===== config.mk =====
export PLATFORM = sky130hd
export DESIGN_NAME = dup_operand_rf
export DESIGN_NICKNAME = d
export VERILOG_FILES = /design/src/rtl/opf_pkg.sv /design/src/rtl/rf_bank.sv /design/src/rtl/opnd_stage.sv /design/src/rtl/dup_operand_rf.sv
export SDC_FILE = /design/constraint.sdc
export NUM_CORES = 1
export LEC_CHECK = 0
export ABC_CLOCK_PERIOD_IN_PS = 3860
export BUFFER_PORTS_ARGS = -buffer_cell sky130_fd_sc_hd__buf_2
export CORE_ASPECT_RATIO = 0.5
export CORE_UTILIZATION = 39
export DETAILED_ROUTE_END_ITERATION = 10
export SYNTH_ARGS = -nofsm -noshare
export SYNTH_HDL_FRONTEND = slang
export SYNTH_HIERARCHICAL = 1
export SYNTH_SLANG_ARGS = --single-unit

===== constraint.sdc =====
create_clock -name clk -period 3.86 [get_ports clk]
set_input_delay 1.158 -clock clk [delete_from_list [all_inputs] [get_ports clk]]
set_output_delay 1.158 -clock clk [all_outputs]
set_load 0.005 [all_outputs]

===== src/rtl/opf_pkg.sv =====
`timescale 1ns/1ps
package opf_pkg;
   typedef enum logic [1:0] {
      FWD_AUTO     = 2'd0,
      FWD_ARRAY    = 2'd1,
      FWD_RESULT   = 2'd2,
      FWD_AUTO_ALT = 2'd3
   } fwd_ctl_e;
endpackage


===== src/rtl/rf_bank.sv =====
`timescale 1ns/1ps
module rf_bank #(
   parameter int DATA_W = 32,
   parameter int DEPTH  = 32,
   parameter int ADDR_W = $clog2(DEPTH)
) (
   input  logic              clk,
   input  logic              rst_n,
   input  logic              we,
   input  logic [ADDR_W-1:0] waddr,
   input  logic [DATA_W-1:0] wdata,
   input  logic [ADDR_W-1:0] raddr,
   output logic [DATA_W-1:0] rdata
);
   logic [DATA_W-1:0] mem [DEPTH];

   always_ff @(posedge clk) begin
      if (we) mem[waddr] <= wdata;
   end

   assign rdata = mem[raddr];

   // a write is visible in the array after the edge
   a_r1_store: assert property (@(posedge clk) disable iff (!rst_n)
      we |=> mem[$past(waddr)] == $past(wdata));

   // no write enable, no change at the addressed entry
   a_r10_no_write: assert property (@(posedge clk) disable iff (!rst_n)
      !we |=> mem[$past(waddr)] == $past(mem[waddr]));
endmodule


===== src/rtl/opnd_stage.sv =====
`timescale 1ns/1ps
module opnd_stage #(
   parameter int DATA_W = 32
) (
   input  logic              clk,
   input  logic              rst_n,
   input  logic              sel_alt,
   input  logic [DATA_W-1:0] main_d,
   input  logic [DATA_W-1:0] alt_d,
   output logic [DATA_W-1:0] q
);
   logic [DATA_W-1:0] pick;

   always_comb pick = sel_alt ? alt_d : main_d;

   always_ff @(posedge clk or negedge rst_n) begin
      if (!rst_n) q <= '0;
      else        q <= pick;
   end

   // operand register cleared while reset is held
   a_r9_reset_clear: assert property (@(posedge clk)
      !rst_n |-> q == '0);
endmodule


===== src/rtl/dup_operand_rf.sv =====
`timescale 1ns/1ps
module dup_operand_rf
   import opf_pkg::*;
#(
   parameter int DATA_W       = 32,
   parameter int DEPTH        = 32,
   parameter int IMM_W        = 16,
   parameter bit SIGN_EXT_IMM = 1'b1,
   localparam int ADDR_W      = $clog2(DEPTH)
) (
   input  logic              clk,
   input  logic              rst_n,
   input  logic              wr_en,
   input  logic [ADDR_W-1:0] wr_addr,
   input  logic [DATA_W-1:0] wr_data,
   input  logic [ADDR_W-1:0] rd_addr_a,
   input  logic [ADDR_W-1:0] rd_addr_b,
   input  logic [1:0]        fwd_ctl,
   input  logic              imm_sel,
   input  logic [IMM_W-1:0]  imm16,
   output logic [DATA_W-1:0] opnd_a,
   output logic [DATA_W-1:0] opnd_b
);
   localparam int NUM_COPIES = 2;
   localparam int EXT_W      = DATA_W - IMM_W;

   if (IMM_W >= DATA_W) begin : g_chk_imm
      $error("IMM_W must be narrower than DATA_W");
   end
   if (DEPTH < 2 || (1 << ADDR_W) != DEPTH) begin : g_chk_depth
      $error("DEPTH must be a power of two of at least 2");
   end

   logic [ADDR_W-1:0] rd_idx [NUM_COPIES];
   logic [DATA_W-1:0] rd_val [NUM_COPIES];

   assign rd_idx[0] = rd_addr_a;
   assign rd_idx[1] = rd_addr_b;

   for (genvar c = 0; c < NUM_COPIES; c++) begin : g_copy
      rf_bank #(.DATA_W(DATA_W), .DEPTH(DEPTH), .ADDR_W(ADDR_W)) u_bank (
         .clk   (clk),
         .rst_n (rst_n),
         .we    (wr_en),
         .waddr (wr_addr),
         .wdata (wr_data),
         .raddr (rd_idx[c]),
         .rdata (rd_val[c])
      );
   end

   logic     fwd_hit;
   logic     fwd_sel;
   fwd_ctl_e ctl;

   assign ctl     = fwd_ctl_e'(fwd_ctl);
   assign fwd_hit = wr_en && (wr_addr == rd_addr_a);

   always_comb begin
      unique case (ctl)
         FWD_ARRAY:  fwd_sel = 1'b0;
         FWD_RESULT: fwd_sel = 1'b1;
         default:    fwd_sel = fwd_hit;
      endcase
   end

   logic [DATA_W-1:0] imm_ext;
   if (SIGN_EXT_IMM) begin : g_sext
      assign imm_ext = {{EXT_W{imm16[IMM_W-1]}}, imm16};
   end else begin : g_zext
      assign imm_ext = {{EXT_W{1'b0}}, imm16};
   end

   opnd_stage #(.DATA_W(DATA_W)) u_stage_a (
      .clk     (clk),
      .rst_n   (rst_n),
      .sel_alt (fwd_sel),
      .main_d  (rd_val[0]),
      .alt_d   (wr_data),
      .q       (opnd_a)
   );

   opnd_stage #(.DATA_W(DATA_W)) u_stage_b (
      .clk     (clk),
      .rst_n   (rst_n),
      .sel_alt (imm_sel),
      .main_d  (rd_val[1]),
      .alt_d   (imm_ext),
      .q       (opnd_b)
   );

   // both copies hold the same value at a freshly written entry
   a_r2_mirror: assert property (@(posedge clk) disable iff (!rst_n)
      wr_en |=> g_copy[0].u_bank.mem[$past(wr_addr)] ==
                g_copy[1].u_bank.mem[$past(wr_addr)]);

   // automatic forward on address match
   a_r3_auto_fwd: assert property (@(posedge clk) disable iff (!rst_n)
      ((fwd_ctl == 2'd0 || fwd_ctl == 2'd3) && wr_en && wr_addr == rd_addr_a)
      |=> opnd_a == $past(wr_data));

   // forced forward
   a_r4_force_fwd: assert property (@(posedge clk) disable iff (!rst_n)
      (fwd_ctl == 2'd2) |=> opnd_a == $past(wr_data));

   // immediate path with sign extension
   a_r7_imm: assert property (@(posedge clk) disable iff (!rst_n)
      imm_sel |=> opnd_b[IMM_W-1:0] == $past(imm16) &&
                  (SIGN_EXT_IMM == 1'b0 ||
                   opnd_b[DATA_W-1:IMM_W] == {EXT_W{$past(imm16[IMM_W-1])}}));
endmodule


Word level (Yosys, flattened, before mapping)

Memories as Yosys holds them, arrays and structs flattened.
Index checks and enable logic that the tools add are counted.

Word-level logic and storage cells: 13
Input bits: 69
Memories: 2
Output and inout bits: 64
Latch bits: 0
Memory bits (read-only): 0
Register bits: 64
RAM bits: 2048

Memory list:

| name                 | depth | bits a word | rd ports | clocked after Yosys merged registers in | write ports | line          | RTL |
|---|---|---|---|---|---|---|---|
| g_copy[0].u_bank.mem | 32    | 32          | 1        | 0                                       | 1           | rf_bank.sv:15 | `logic [DATA_W-1:0] mem [DEPTH];` |
| g_copy[1].u_bank.mem | 32    | 32          | 1        | 0                                       | 1           | rf_bank.sv:15 |  |

Equal/unequal tests: 3
$lt $le $gt $ge: 0
Multipliers: 0
Bitwise logic cells: 0
Div/mod/pow operators: 0
$add $sub $neg: 0
Shift-type cells: 0
Reductions and logical operators: 1
Muxes and demuxes: 5

Operators by type and width:

| operator                                                               | number |
|---|---|
| 32-bit 2-to-1 mux                                                      | 2 |
| 5-bit equality test                                                    | 1 |
| 2-bit by 1-bit equality test with 1-bit output (second input constant) | 1 |
| 2-bit equality test (second input constant)                            | 1 |
| 1-bit 2-to-1 mux                                                       | 2 |
| 1-bit case mux with 2 select lines                                     | 1 |
| 1-bit logical AND                                                      | 1 |

Depth between registers and ports, before layout

Depth after elaboration: 4
Gate-level depth with buffers: 9
Depth with buffers taken out: 6

Modules after synthesis

The synthesis kept the hierarchy.

By module, submodules not included:

| module         | area an instance (um^2) | cells an instance | instances |
|---|---|---|---|
| rf_bank        | 39844.5                 | 2228              | 2 |
| opnd_stage     | 1345.0                  | 68                | 2 |
| dup_operand_rf | 113.9                   | 15                | 1 |

Least setup slack after synthesis

OpenSTA, ideal clock, no wires.

Path type: input-to-reg
Start: in wr_addr[1]
End: mem g_copy[0].u_bank.mem[12][0], enable pin
Path buffers: 1
Cell stages on the path: 3
Required time: 3.439 ns
Slack: 0.268 ns
Library setup time: 0.421 ns
Data arrival time: 3.171 ns
Cells stage by stage: or3b_2 clkbuf_1 nor2_1

RTL lines:

| element            | line                 | RTL |
|---|---|---|
| start: declaration | dup_operand_rf.sv:14 | `input logic [ADDR_W-1:0] wr_addr,` |
| end: declaration   | rf_bank.sv:15        |  |

No word-level cell before the write port.

==> run metrics <==
Slew HR 21.2%; Mapped Nets 4,677; Final #Nets 5,010; Sw Share 21.7%; core box area 209,000 um^2; register area share after synthesis around 76%; Pwr Density 494 nW/um^2; worst min path class in2async; worst flop-to-flop path endpoint u_stage_b/q[6]$_DFF_PN0_; Peak VDD IR 0.305 mV; initial antenna violation count 11; Setup crit end kind register; clk_skew 0.0297 ns; Comb power frac 6.1%; Setup Fix Bufs, Post-CTS 0; post-route ant nets 0; Lkg Pwr about 33 nW; port buffer count 132; first-pass GRT wire length around 300,000 um; GRT Total Usage 19.3%; final period utilization 70.4%; Final setup viols 0; 1st-pass router iterations 5; R2R Setup Slk 1.95 ns; DP HPWL 117,000 um; Clk pwr share 39.2%; H-tree depth 4; Final Wtd Congestion between 0.8 and 0.9; EDFF count, synth 2,048; largest net degree at the start of global routing 69; Inserted Clock Buffers 193; post-CTS resize count 0; post-synthesis cell count about 4.6k; via count 43.0k; Final Hold Fails 0; P_sw 10.2 mW; post-layout min period 2.72 ns; final hold slack approximately 0.46 ns; share of synthesized registers carrying an async set or reset between 3 and 4%; dominant synthesized flop cell edfxtp_1; Worst R2R Start g_copy[1].u_bank/mem[7][6]$_DFFE_PP_; status finished, final reports clean; FF-to-FF path depth 6; drt wl/cell 26.5 um; die area 213,000 um^2; grt ovf 0; Initial Util 39.5%; drt total wl 210,000 um; DRC viols 0; yosys synthesis warning count 6; Die H 327 um; CTS root buffer clkbuf_16; crit path kind in2reg; Core Util, Final 45.5%; number of synthesized register bits 2,112; fmax 368 MHz; Cell Area, Synth 82,500 um^2; element type at the critical path start input pin; Slew @ Worst Pin 1.18 ns; vias in the first global route roughly 44k; Final Max Tran Viols 0; Cell Int Power 36.7 mW; max_cap viols 0; CP arrival 3.40 ns; layout cells sized above 1 between 10% and 20%; Die Width 652 um; power consumption about 47 mW; num rows between 100 and 150; CTS tree built; hold_buf cts 0; vias per cell 5.44; CTS sink count 2,112; Iter 0 DRT Violations 4,097; worst skew pair latency 0.82 ns; setup TNS 0 ns; crit-path max FO 25; clock-pin slew on the worst setup and hold paths 0.06 ns; syn avg cell area 17.9 um^2; Syn-to-layout area delta 15.1%; clock buffer depth 4; post-synth cell types 35; Worst EP required 4.54 ns; Sequential Power Share 54.7%; unrepaired setup endpoints after global routing no; I/O pin cnt 133
## critical path: stages
cell and delay [ns]:
buf_2 0.13, and2b_4 0.59, buf_4 0.26, a22o_1 0.14
nor3_1 0.09, a31oi_1 0.50, nand3_1 0.21, mux2_4 0.31
## how the worst max path moves through the flow
stage | start | end
3_3_place_gp | rd_addr_b[2] | u_stage_b/q[6]$_DFF_PN0_
6_report | rd_addr_b[2] | u_stage_b/q[6]$_DFF_PN0_
4_1_cts | u_stage_a/q[4]$_DFF_PN0_ | opnd_a[4]
5_1_grt | u_stage_a/q[4]$_DFF_PN0_ | opnd_a[4]
2_1_floorplan | wr_addr[1] | g_copy[0].u_bank/mem[12][0]$_DFFE_PP_
3_5_place_dp | rd_addr_b[2] | u_stage_b/q[6]$_DFF_PN0_
## cells in the final DEF, fill, tap and decap left out, types with 4 or more instances in the layout
cell	netlist	layout
a22o_1	128	128
buf_4	66	160
nand2_1	197	196
or3b_2	6	6
clkbuf_8	0	13
nor3_1	64	64
mux2_2	4	4
mux2i_1	1024	1024
a31oi_1	64	64
nand3_1	196	196
a21oi_1	192	192
clkinv_2	0	39
clkbuf_16	0	197
dfrtp_1	64	64
inv_1	5	5
bufinv_16	0	9
buf_12	6	109
clkinv_1	0	37
nand3b_1	10	10
a22oi_1	192	192
diode_2	0	6
clkbuf_1	92	37
mux2_4	60	60
edfxtp_1	2048	2048
nor2_4	0	66
clkinvlp_4	0	5
buf_2	52	129
## cell type report
| class | instances | area, um^2 |
|---|---|---|
| Inverter | 5 | 18.8 |
| Sequential cell | 2112 | 63100 |
| Timing Repair Buffer | 400 | 4060 |
| Antenna cell | 6 | 15.0 |
| Clock buffer | 247 | 5250 |
| Clock inverter | 96 | 697 |
| Fill cell | 17600 | 114000 |
| Tap cell | 2820 | 3530 |
| Multi-Input combinational cell | 2228 | 18300 |
## registers in the layout, summed over array words and instances (netlist names)
register and cells:
u_stage_b/q 32, u_stage_a/q 32, g_copy.u_bank/mem 2048
## synthesized netlist by cell type (66+ instances only)
library cell	instances	share of area [%]
a22oi_1	192	1.7
nor2_1	68	0.31
nand2_1	197	0.90
clkbuf_1	92	0.42
edfxtp_1	2048	75
buf_4	66	0.60
nand3_1	196	1.2
mux2i_1	1024	12
a21oi_1	192	1.2
a22o_1	128	1.4
## power groups by stage
stage | registers, mW | clock network (mW) | logic (mW)
finish | 25.6 | 18.4 | 2.88
global route | 25.7 | 19.5 | 3.06
CTS | 25.6 | 18.7 | 2.91
detailed placement | 26.1 | 0 | 2.90
global placement | 26.1 | 0 | 2.86
floorplan | 26.1 | 0 | 1.50
## per-layer routing
layer  wire length [um]  track usage, %  vias up
met5                  0               0        -
met4               5630            5.50        0
met2             106000            34.0     1162
met3               9950            2.14      295
li1                   -               -    19000
met1              88200            25.4    22600
## stage by stage
stage	std cells	instance area (um^2)	setup WS, ns
global route	7908	94900	1.12
floorplan	4607	82500	0.268
detailed placement	7565	89000	0.348
global placement	7565	89000	0.366
finish	7914	94900	1.14
CTS	7908	94900	1.06
## logic make-up (layout without fill, tap and decap cells)
family | Yosys count | after routing | synth area share, %
adders and majority gates | 1 | 1 | 0.0152
and+or+nand+nor | 558 | 558 | 3.08
DFF | 2112 | 2112 | 76.5
AOI/OAI and AO/OA | 579 | 579 | 4.80
buffers and inverters | 267 | 748 | 2.02
xor gates and xnor gates | 2 | 2 | 0.0212
muxes | 1088 | 1088 | 13.6
other | 0 | 6 | 0
Power figures use the tool's default switching activity.
